### src/rtl/bm_pkg.sv
package bm_pkg;
  typedef enum logic {ST_IDLE, ST_RUN} bm_state_e;
endpackage

### src/rtl/bm_gf_mul.sv
module bm_gf_mul #(
  parameter int          M   = 8,
  parameter logic [M-1:0] RED = 8'h1D
) (
  input  logic [M-1:0] a_i,
  input  logic [M-1:0] b_i,
  output logic [M-1:0] p_o
);
  logic [M-1:0] sh;
  logic [M-1:0] sum;

  always_comb begin
    sum = '0;
    sh  = a_i;
    for (int i = 0; i < M; i++) begin
      if (b_i[i]) sum = sum ^ sh;
      sh = {sh[M-2:0], 1'b0} ^ (sh[M-1] ? RED : '0);
    end
  end

  assign p_o = sum;
endmodule

### src/rtl/bm_ctrl.sv
module bm_ctrl
  import bm_pkg::*;
#(
  parameter int T  = 8,
  parameter int CW = $clog2(T + 2),
  parameter int SW = $clog2(2 * T)
) (
  input  logic          clk,
  input  logic          rst_n,
  input  logic          start_i,
  output logic          init_o,
  output logic          run_o,
  output logic [CW-1:0] cyc_o,
  output logic [SW-1:0] step_o,
  output logic          done_o
);
  localparam int NS = 2 * T;

  bm_state_e     st_q, st_d;
  logic [CW-1:0] cyc_q, cyc_d;
  logic [SW-1:0] step_q, step_d;
  logic          done_q, done_d;
  logic          end_step, fin;

  assign end_step = (st_q == ST_RUN) && (cyc_q == CW'(T + 1));
  assign fin      = end_step && (step_q == SW'(NS - 1));

  always_comb begin
    st_d   = st_q;
    cyc_d  = cyc_q;
    step_d = step_q;
    done_d = fin;
    if (st_q == ST_IDLE) begin
      if (start_i) begin
        st_d   = ST_RUN;
        cyc_d  = '0;
        step_d = '0;
      end
    end else if (end_step) begin
      cyc_d = '0;
      if (fin) st_d = ST_IDLE;
      else     step_d = step_q + SW'(1);
    end else begin
      cyc_d = cyc_q + CW'(1);
    end
  end

  always_ff @(posedge clk or negedge rst_n) begin
    if (!rst_n) begin
      st_q   <= ST_IDLE;
      cyc_q  <= '0;
      step_q <= '0;
      done_q <= 1'b0;
    end else begin
      st_q   <= st_d;
      cyc_q  <= cyc_d;
      step_q <= step_d;
      done_q <= done_d;
    end
  end

  assign init_o = (st_q == ST_IDLE) && start_i;
  assign run_o  = (st_q == ST_RUN);
  assign cyc_o  = cyc_q;
  assign step_o = step_q;
  assign done_o = done_q;

  AST_DONE_PULSE: assert property (@(posedge clk) disable iff (!rst_n)
    done_q |=> !done_q);
  AST_START_IGNORED: assert property (@(posedge clk) disable iff (!rst_n)
    (st_q == ST_RUN && start_i && !fin) |=> (st_q == ST_RUN));
  AST_CYC_RANGE: assert property (@(posedge clk) disable iff (!rst_n)
    cyc_q <= CW'(T + 1));
endmodule

### src/rtl/bm_datapath.sv
module bm_datapath #(
  parameter int           M   = 8,
  parameter int           T   = 8,
  parameter logic [M-1:0] RED = 8'h1D,
  parameter int           CW  = $clog2(T + 2),
  parameter int           SW  = $clog2(2 * T)
) (
  input  logic                 clk,
  input  logic                 rst_n,
  input  logic                 init_i,
  input  logic                 run_i,
  input  logic [CW-1:0]        cyc_i,
  input  logic [SW-1:0]        step_i,
  input  logic [2*T*M-1:0]     syn_i,
  output logic [(T+1)*M-1:0]   loc_o
);
  localparam int NC = T + 1;
  localparam int NS = 2 * T;
  localparam int KW = $clog2(2 * T + 1) + 2;
  localparam int NMUL = 3;

  logic [M-1:0]          lam_q [NC];
  logic [M-1:0]          lam_d [NC];
  logic [M-1:0]          bb_q  [NC];
  logic [M-1:0]          bb_d  [NC];
  logic [M-1:0]          syn_q [NS];
  logic [M-1:0]          syn_d [NS];
  logic [M-1:0]          gam_q, gam_d;
  logic [M-1:0]          dlt_q, dlt_d;
  logic [M-1:0]          acc_q, acc_d;
  logic [M-1:0]          hold_q, hold_d;
  logic signed [KW-1:0]  k_q, k_d;

  logic [M-1:0] cur_lam, cur_bb, prv_lam, s_val, bb_low, new_coef;
  logic         upd, acc_on, last, swap;
  int           sidx;

  logic [M-1:0] ma [NMUL];
  logic [M-1:0] mb [NMUL];
  logic [M-1:0] mp [NMUL];

  // operand selection: current coefficient, previous coefficient, syndrome
  always_comb begin
    cur_lam = '0;
    cur_bb  = '0;
    prv_lam = '0;
    for (int q = 0; q < NC; q++) begin
      if (cyc_i == CW'(q)) begin
        cur_lam = lam_q[q];
        cur_bb  = bb_q[q];
      end
      if (cyc_i == CW'(q + 1)) prv_lam = lam_q[q];
    end
    sidx  = int'(step_i) + 3 - int'(cyc_i);
    s_val = '0;
    for (int q = 0; q < NS; q++)
      if (sidx == q + 1) s_val = syn_q[q];
  end

  assign upd    = run_i && (cyc_i <= CW'(T));
  assign acc_on = run_i && (cyc_i != '0);
  assign last   = run_i && (cyc_i == CW'(T + 1));
  assign swap   = (dlt_q != '0) && !k_q[KW-1];
  assign bb_low = (cyc_i == '0) ? '0 : hold_q;

  assign ma[0] = gam_q;   assign mb[0] = cur_lam;
  assign ma[1] = dlt_q;   assign mb[1] = bb_low;
  assign ma[2] = prv_lam; assign mb[2] = s_val;

  for (genvar g = 0; g < NMUL; g++) begin : g_mul
    bm_gf_mul #(.M(M), .RED(RED)) u_mul (
      .a_i (ma[g]),
      .b_i (mb[g]),
      .p_o (mp[g])
    );
  end

  assign new_coef = mp[0] ^ mp[1];

  always_comb begin
    lam_d  = lam_q;
    bb_d   = bb_q;
    syn_d  = syn_q;
    gam_d  = gam_q;
    dlt_d  = dlt_q;
    acc_d  = acc_q;
    hold_d = hold_q;
    k_d    = k_q;
    if (init_i) begin
      for (int q = 0; q < NC; q++) begin
        lam_d[q] = (q == 0) ? M'(1) : '0;
        bb_d[q]  = (q == 0) ? M'(1) : '0;
      end
      for (int q = 0; q < NS; q++) syn_d[q] = syn_i[q*M +: M];
      gam_d  = M'(1);
      dlt_d  = syn_i[M-1:0];
      acc_d  = '0;
      hold_d = '0;
      k_d    = '0;
    end else begin
      if (upd) begin
        for (int q = 0; q < NC; q++) begin
          if (cyc_i == CW'(q)) begin
            lam_d[q] = new_coef;
            bb_d[q]  = swap ? cur_lam : bb_low;
          end
        end
        hold_d = cur_bb;
      end
      if (acc_on) acc_d = (cyc_i == CW'(1)) ? mp[2] : (acc_q ^ mp[2]);
      if (last) begin
        dlt_d = acc_q ^ mp[2];
        if (swap) begin
          gam_d = dlt_q;
          k_d   = ~k_q;
        end else begin
          k_d   = k_q + KW'(1);
        end
      end
    end
  end

  always_ff @(posedge clk or negedge rst_n) begin
    if (!rst_n) begin
      for (int q = 0; q < NC; q++) begin
        lam_q[q] <= (q == 0) ? M'(1) : '0;
        bb_q[q]  <= (q == 0) ? M'(1) : '0;
      end
      for (int q = 0; q < NS; q++) syn_q[q] <= '0;
      gam_q  <= M'(1);
      dlt_q  <= '0;
      acc_q  <= '0;
      hold_q <= '0;
      k_q    <= '0;
    end else begin
      lam_q  <= lam_d;
      bb_q   <= bb_d;
      syn_q  <= syn_d;
      gam_q  <= gam_d;
      dlt_q  <= dlt_d;
      acc_q  <= acc_d;
      hold_q <= hold_d;
      k_q    <= k_d;
    end
  end

  for (genvar g = 0; g < NC; g++) begin : g_out
    assign loc_o[g*M +: M] = lam_q[g];
  end

  AST_GAM_NONZERO: assert property (@(posedge clk) disable iff (!rst_n)
    run_i |-> (gam_q != '0));
  AST_LOC_HOLD: assert property (@(posedge clk) disable iff (!rst_n)
    (!run_i && !init_i) |=> $stable(loc_o));
  AST_SYN_FIRST: assert property (@(posedge clk) disable iff (!rst_n)
    init_i |=> (dlt_q == $past(syn_i[M-1:0])));
endmodule

### src/rtl/bm_degree.sv
module bm_degree #(
  parameter int M  = 8,
  parameter int T  = 8,
  parameter int DW = $clog2(T + 1)
) (
  input  logic [T*M-1:0] hi_coef_i,
  output logic [DW-1:0]  deg_o
);
  always_comb begin
    deg_o = '0;
    for (int q = 0; q < T; q++)
      if (hi_coef_i[q*M +: M] != '0) deg_o = DW'(q + 1);
  end
endmodule

### src/rtl/bm_serial_solver.sv
module bm_serial_solver #(
  parameter int         M    = 8,
  parameter int         T    = 8,
  parameter logic [M:0] POLY = 9'h11D,
  parameter int         DW   = $clog2(T + 1)
) (
  input  logic                 clk,
  input  logic                 rst_n,
  input  logic                 start_i,
  input  logic [2*T*M-1:0]     syn_i,
  output logic [(T+1)*M-1:0]   loc_o,
  output logic [DW-1:0]        deg_o,
  output logic                 done_o
);
  localparam int           CW  = $clog2(T + 2);
  localparam int           SW  = $clog2(2 * T);
  localparam logic [M-1:0] RED = POLY[M-1:0];

  logic [1:0]    rst_sync_q;
  logic          rst_int_n;
  logic          init, run;
  logic [CW-1:0] cyc;
  logic [SW-1:0] step;

  always_ff @(posedge clk or negedge rst_n) begin
    if (!rst_n) rst_sync_q <= '0;
    else        rst_sync_q <= {rst_sync_q[0], 1'b1};
  end
  assign rst_int_n = rst_sync_q[1];

  bm_ctrl #(.T(T), .CW(CW), .SW(SW)) u_ctrl (
    .clk     (clk),
    .rst_n   (rst_int_n),
    .start_i (start_i),
    .init_o  (init),
    .run_o   (run),
    .cyc_o   (cyc),
    .step_o  (step),
    .done_o  (done_o)
  );

  bm_datapath #(.M(M), .T(T), .RED(RED), .CW(CW), .SW(SW)) u_dp (
    .clk    (clk),
    .rst_n  (rst_int_n),
    .init_i (init),
    .run_i  (run),
    .cyc_i  (cyc),
    .step_i (step),
    .syn_i  (syn_i),
    .loc_o  (loc_o)
  );

  bm_degree #(.M(M), .T(T), .DW(DW)) u_deg (
    .hi_coef_i (loc_o[(T+1)*M-1:M]),
    .deg_o     (deg_o)
  );
endmodule

### config.mk
export PLATFORM = sky130hd
export DESIGN_NAME = bm_serial_solver
export DESIGN_NICKNAME = d
export VERILOG_FILES = /design/src/rtl/bm_pkg.sv /design/src/rtl/bm_gf_mul.sv /design/src/rtl/bm_ctrl.sv /design/src/rtl/bm_datapath.sv /design/src/rtl/bm_degree.sv /design/src/rtl/bm_serial_solver.sv
export SDC_FILE = /design/constraint.sdc
export NUM_CORES = 1
export LEC_CHECK = 0
export BUFFER_PORTS_ARGS = -buffer_cell sky130_fd_sc_hd__buf_2
export CAP_MARGIN = 20
export CORE_ASPECT_RATIO = 0.7
export CORE_MARGIN = 2
export CORE_UTILIZATION = 50
export CTS_BUF_LIST = sky130_fd_sc_hd__clkbuf_8
export CTS_CLUSTER_SIZE = 30
export DETAILED_ROUTE_END_ITERATION = 6
export PLACE_DENSITY = 0.71
export SLEW_MARGIN = 20
export SYNTH_ARGS = -nofsm -noshare
export SYNTH_HDL_FRONTEND = slang
export SYNTH_SLANG_ARGS = --single-unit
### constraint.sdc
create_clock -name clk -period 10.95 [get_ports clk]
set_clock_uncertainty 0.15 [all_clocks]
set_input_delay 1.095 -clock clk [delete_from_list [all_inputs] [get_ports clk]]
set_output_delay 1.095 -clock clk [all_outputs]
set_load 0.01 [all_outputs]
==> flow_metrics.py, run 1 <==
metrics = {
    "finish": {
        "fin_nets": 2752,
        "seq_area_mm2": 0.00809,
        "multiInputGateArea_mm2": 0.0114,
        "area_growth_pct": 11.1,
        "drive_above_1_share_pct": 13.2,
        "fillCellCount": 3706,
    },
    "worst_setup_path": {
        "r2r_cells": 18,
        "end_kind": "flop",
        "path_depth": 18,
        "path_class": "reg2reg",
        "required_ns": 11.25,
        "cp_cell_sequence": "clkinv_1, ha_1, nand2b_1, a21oi_1, inv_1, ha_1, nor2b_1, o21a_1, nand3_1, o21ai_0, a21oi_1, or3_1, nor2_1, xnor2_1, xnor3_1, xor2_1, xnor2_1, a21oi_1",
        "worstPathArrival_ns": 7.03,
        "critical_path_buf_inv_count": 2,
        "cpLargestDelayFamily": "simple AND/OR/NAND/NOR gates",
        "slowest_delay_ns": 0.87,
        "crit_fanout": 27,
        "cp_common_cell": "a21oi_1",
        "startpoint_type": "flop",
        "slowest_stage": "dfrtp_1",
    },
    "floorplan": {
        "num_rows": 61,
        "die_w_um": 245,
        "dieHeight_um": 172,
        "die-area_mm2": 0.0422,
        "initial_utilization_pct": 50.8,
        "design.core.area_mm2": 0.0398,
        "io-pin-count": 208,
    },
    "cts": {
        "path_clk_slew_ns": 0.07,
        "cts_max_level": 2,
        "clockBufferDepth": 3,
        "post_cts_buffers": 0,
        "clk_latency_ns": 0.65,
        "postCtsHoldBufs": 0,
        "cts_resized": 0,
        "clockRootBuffer": "clkbuf_8",
        "cts.sinks": 323,
        "cts_tree": "built",
        "cts_made_buffers": 51,
    },
    "drt": {
        "initialDrtViolationCount": 2467,
        "drc": 0,
        "vias": 19400,
        "wl_per_cell_um": 22.7,
        "drt-total-wl_um": 72100,
        "firstDrtPassIters": 5,
        "drtAntennaViolNets": 0,
        "via_per_inst": 6.11,
    },
    "timing": {
        "period_share_pct": 61.5,
        "fin_tns_setup_ns": 0,
        "grt_setup_unrepaired": "no",
        "fmax_ghz": 0.149,
        "worstMarginPinSlew_ns": 1.18,
        "slew-limit-headroom_pct": 20.7,
        "final_max_slew_viol_count": 0,
        "min_period_ns": 6.73,
        "setup_violations": 0,
        "hold_viol_final": 0,
    },
    "synthesis": {
        "yosys_warnings": 0,
        "synth_cell_types": 79,
        "synth_async_sr_flop_share_pct": 100,
        "syn-num-nets": 2649,
        "yosysSeqAreaShare_pct": 39.9,
        "ys_ff_latch": 323,
        "syn_area_mm2": 0.0203,
        "syn_avg_cell_area_um2": 8.09,
        "synth_cells": 2505,
        "ys.flop_type": "dfrtp_1",
        "synth-edff-count": 0,
    },
    "grt": {
        "grt-ovfl-total": 0,
        "track_usage_pct": 34.2,
        "antenna_found_initial": 2,
        "grt_pass1_wl_um": 111000,
        "grt_pass1_vias": 18200,
        "grt_max_degree": 90,
    },
    "job": {
        "cap_viol_max_count": 0,
    },
    "hold_path": {
        "min_path_type": "in2async",
    },
    "run_status": {
        "status": "finished clean",
    },
    "placement": {
        "hpwl_um": 51400,
        "io_buffers": 207,
        "place.gp.congestion": 0.978,
    },
}
path summary, 6_finish.rpt:
path | start | end | slack [ns]
max | u_ctrl.cyc_o[2] | u_dp.dlt_q[4] | 4.22
min | rst_n | rst_sync_q[1] | 0.12
max reg2reg | u_ctrl.cyc_o[2] | u_dp.dlt_q[4] | 4.22
min reg2reg | rst_sync_q[0] | rst_sync_q[1] | 0.21
max in group asynchronous | rst_sync_q[1] | u_dp.bb_q[8] | 8.25
min in group clk | rst_sync_q[0] | rst_sync_q[1] | 0.21
cell families after synthesis:
| family | Yosys count | synth area share, % |
|---|---|---|
| AOI/OAI and AO/OA | 566 | 17.8 |
| other | 1 | 0.0185 |
| adders and majority gates | 13 | 0.840 |
| and+or+nand+nor | 1122 | 23.6 |
| muxes | 36 | 2.03 |
| DFF | 323 | 39.9 |
| xor gates and xnor gates | 222 | 11.4 |
| buffers and inverters | 222 | 4.32 |
final cells by class:
type / instances / share of cell area [%]
timing repair buffer: 235 / 5.55
inverter: 37 / 0.617
multi-input combinational: 1960 / 50.6
antenna: 1 / 0.0111
tap: 535 / 2.97
clock inverter: 23 / 0.422
sequential: 323 / 35.9
clock buffer: 64 / 3.91
cell usage in the layout, fill, tap and decap left out, types with 20 or more instances in the layout:
cell / instances
buf_2: 207
nor3_1: 23
a211oi_1: 32
dfrtp_1: 319
clkbuf_8: 64
inv_1: 52
o211ai_1: 32
mux2i_1: 22
buf_4: 27
nor2_1: 144
a21oi_1: 132
nand2_1: 697
xnor3_1: 20
xor2_1: 41
nor2b_1: 24
nand3_1: 123
o21ai_0: 172
a22oi_1: 28
xnor2_1: 146
metal layers:
metal | part of all wire [%] | track usage [%]
met5 | 0 | 0
met4 | 2.0 | 7.64
met3 | 11 | 7.62
met2 | 41 | 48.1
met1 | 46 | 52.8
state kept, by name, summed over array words and instances (netlist names):
register,flops
u_dp.acc_q,8
u_dp.gam_q,8
u_dp.dlt_q,8
u_ctrl.cyc_o,4
u_dp.loc_o,72
u_dp.hold_q,8
u_ctrl.step_o,4
rst_sync_q,2
u_dp.syn_q,128
u_dp.bb_q,72
u_ctrl.done_o,1
u_dp.k_q,7
u_ctrl.run_o,1
cells in the mapped netlist, types with 6 or more instances:
cell type | number | area (um2)
nand2_1 | 697 | 2620
dfrtp_1 | 320 | 8010
o21ai_0 | 172 | 861
xnor2_1 | 152 | 1330
clkbuf_1 | 150 | 563
nor2_1 | 144 | 541
a21oi_1 | 134 | 671
nand3_1 | 123 | 616
xor2_1 | 42 | 368
inv_1 | 34 | 128
a211oi_1 | 32 | 240
o211ai_1 | 32 | 240
a22oi_1 | 28 | 210
nor2b_1 | 25 | 156
nor3_1 | 24 | 120
mux2i_1 | 22 | 220
buf_2 | 21 | 105
xnor3_1 | 20 | 450
a31oi_1 | 19 | 119
a221oi_1 | 18 | 158
and2_1 | 18 | 113
nor4_1 | 16 | 100
o22ai_1 | 16 | 100
and3_1 | 15 | 93.8
nand2b_1 | 15 | 93.8
o221ai_1 | 13 | 114
ha_1 | 12 | 150
buf_1 | 11 | 41.3
mux2_2 | 11 | 124
nand3b_1 | 11 | 82.6
a221o_1 | 10 | 100
o31ai_1 | 10 | 75.1
o32ai_1 | 9 | 78.8
o21a_1 | 8 | 60.1
or4_1 | 8 | 60.1
a21o_1 | 7 | 52.6
a22o_1 | 7 | 61.3
or3_1 | 7 | 43.8
and3b_1 | 6 | 52.6
through the flow:
step / worst slack [ns] / cell area, um2 / hold slack [ns] / utilization (%) / std cells
after global placement: 4.66 / 21500 / 0.187 / 54.0 / 3090
after CTS: 4.40 / 22500 / 0.103 / 56.5 / 3177
after global routing: 3.67 / 22500 / 0.103 / 56.5 / 3178
final: 4.22 / 22500 / 0.124 / 56.5 / 3178
after floorplan: 1.14 / 20300 / 0.181 / - / 2505
after detailed placement: 4.43 / 21500 / 0.199 / 54.0 / 3090
Power of run 1 is left out: the tool's default activity adds up to more than one toggle a clock period on the data nets, which glitch-free logic cannot reach.
==> inputs of run 2 (changes only) <==
Settings changed: ABC_AREA set to 1, PLACE_DENSITY 0.71 to 0.74.
Clock period 10.95 ns to 5.44 ns, I/O delays scaled along.
==> flow_metrics.py, run 2 <==
metrics = {
    "grt": {
        "track_usage_pct": 34.0,
        "grt_max_degree": 135,
        "grt_pass1_wl_um": 110000,
        "antenna_found_initial": 1,
        "grt_pass1_vias": 19800,
        "grt-ovfl-total": 0,
    },
    "worst_setup_path": {
        "reg2reg_slack_ns": 0.52,
        "slowest_stage": "o211ai_1",
        "required_ns": 5.80,
        "path_class": "reg2reg",
        "startpoint_type": "flop",
        "cp_common_cell": "buf_4",
        "cp_cell_sequence": "inv_1, ha_1, inv_1, buf_4, nor2_1, buf_4, inv_1, buf_4, o21ai_0, o211ai_1, nand2_1, buf_4, nor2_1, xor2_1, or2_1, nand2_1, xor2_1, xor2_1, buf_4, nand3_1, o21ai_0",
        "end_kind": "flop",
        "crit_fanout": 28,
        "cpLargestDelayFamily": "buffers and inverters",
        "worstPathArrival_ns": 5.28,
        "slowest_delay_ns": 0.52,
        "critical_path_buf_inv_count": 8,
    },
    "placement": {
        "hpwl_um": 50500,
        "io_buffers": 207,
        "place.gp.congestion": 0.998,
        "pre_cts_slack_ns": 0.205,
    },
    "drt": {
        "drt-total-wl_um": 70900,
        "drc": 3,
        "via_per_inst": 5.65,
        "vias": 21000,
        "drtAntennaViolNets": 0,
        "initialDrtViolationCount": 2762,
        "wl_per_cell_um": 19.0,
        "firstDrtPassIters": 7,
    },
    "finish": {
        "drive_above_1_share_pct": 12.9,
        "layout_common_cells": "nand2_1, dfrtp_1, inv_1",
        "largest_register": "u_dp.syn_q",
        "largest_reg_flops": 128,
        "fin_nets": 3307,
        "area_growth_pct": 19.5,
        "final_common_cell": "nand2_1",
    },
    "cts": {
        "cts_made_buffers": 51,
        "clk_latency_ns": 0.63,
        "path_clk_slew_ns": 0.07,
        "clockRootBuffer": "clkbuf_8",
        "cts_max_level": 2,
        "clockBufferDepth": 3,
        "cts_tree": "built",
        "cts.sinks": 323,
    },
    "floorplan": {
        "num_rows": 60,
        "design.core.area_mm2": 0.0387,
        "initial_utilization_pct": 51.1,
        "die-area_mm2": 0.0412,
        "io-pin-count": 208,
        "die_w_um": 242,
        "dieHeight_um": 170,
    },
    "timing": {
        "fin_ws_ns": 0.522,
        "hold_viol_final": 0,
        "worstMarginPinSlew_ns": 1.00,
        "fmax_ghz": 0.203,
        "min_period_ns": 4.92,
        "slew-limit-headroom_pct": 33.3,
        "setup_violations": 0,
        "final_max_slew_viol_count": 0,
        "period_share_pct": 90.4,
        "fin_tns_setup_ns": 0,
        "grt_setup_unrepaired": "no",
    },
    "synthesis": {
        "yosys_warnings": 0,
        "synth_async_sr_flop_share_pct": 100,
        "yosysMostFrequentCell": "nand2_1",
        "ys_ff_latch": 323,
        "synth_cells": 2848,
        "ys.flop_type": "dfrtp_1",
        "synthTopCellsByArea": "dfrtp_1, nand2_1, nand3_1",
        "yosysTopAreaCell": "dfrtp_1",
        "syn_avg_cell_area_um2": 6.94,
        "synth-edff-count": 0,
        "syn_area_mm2": 0.0198,
        "synth_top_area_share_pct": 40.5,
        "yosysSeqAreaShare_pct": 40.9,
        "syn-num-nets": 2992,
        "netlist_top_cells_count": "nand2_1, dfrtp_1, inv_1, nand3_1, o21ai_0",
        "synth_cell_types": 53,
    },
    "hold_path": {
        "min_path_type": "in2reg",
    },
    "run_status": {
        "violations": "DRC",
        "status": "complete, but fails checks",
    },
    "job": {
        "cap_viol_max_count": 0,
    },
}
run 2: changes by cell type after synthesis, sizes merged, moves of 58 or more:
cell	delta
nand2	+437
inv	+191
xnor2	-95
nand3	+74
clkbuf	-73
xor2	+58
run 2: worst min-delay path, stage by stage:
cell	delay, ns
buf_2	0.09
nand2_1	0.06
o21ai_0	0.06
run 2: what timing repair did:
item | CTS | global route
setup buffers | 0 | 2
hold buffers | 102 | 1
hold endpoints to repair | 103 | 1
resized for setup | 0 | 11
endpoints found under the setup margin | 0 | 16
run 2: worst paths after layout:
| check | startpoint | endpoint | cells past startpoint |
|---|---|---|---|
| min | syn_i[77] | u_dp.syn_q[53] | 3 |
| min in group asynchronous | rst_n | rst_sync_q[1] | 2 |
| max | u_ctrl.cyc_o[0] | u_dp.loc_o[15] | 21 |
| min reg2reg | rst_sync_q[0] | rst_sync_q[1] | 0 |
| max reg2reg | u_ctrl.cyc_o[0] | u_dp.loc_o[15] | 21 |
| max in group asynchronous | rst_sync_q[1] | u_dp.dlt_q[5] | 1 |
run 2: cell type report:
cell class,instances,area (um2)
Clock inverter,18,119
Sequential cell,323,8090
Clock buffer,67,922
Fill cell,3463,15100
Tap cell,527,659
Antenna cell,3,7.51
Timing Repair Buffer,364,2500
Multi-Input combinational cell,2193,10500
Inverter,230,866
run 2: cells by family (layout without fill, tap and decap cells):
kind of cell	count (synthesis)	count (layout)	synth area share, %
compound gates	398	398	11.1
xor+xnor	160	160	7.16
fa+ha+maj	13	13	0.860
buf+inv	332	679	6.43
flops	323	323	40.9
other cells	1	4	0.0190
simple gates	1621	1621	33.5
run 2: layer usage:
layer	vias to the layer above	GRT usage [%]	share of wire (%)
met5	-	0	0
li1	9740	-	-
met2	1183	51.0	43
met4	0	9.74	2.6
met1	9976	49.4	44
met3	145	7.55	11
run 2: per-stage QoR:
stage / instance area, um2 / hold WS (ns) / utilization (%) / instances
final: 23600 / 0.0169 / 61.0 / 3725
after global routing: 23600 / 0.00955 / 61.0 / 3723
after CTS: 23600 / 0.0000725 / 60.8 / 3719
after detailed placement: 21500 / 0.182 / 55.5 / 3532
after global placement: 21500 / 0.178 / 55.5 / 3532
after floorplan: 19800 / 0.0984 / - / 2848
Power of run 2 is left out for the same reason.
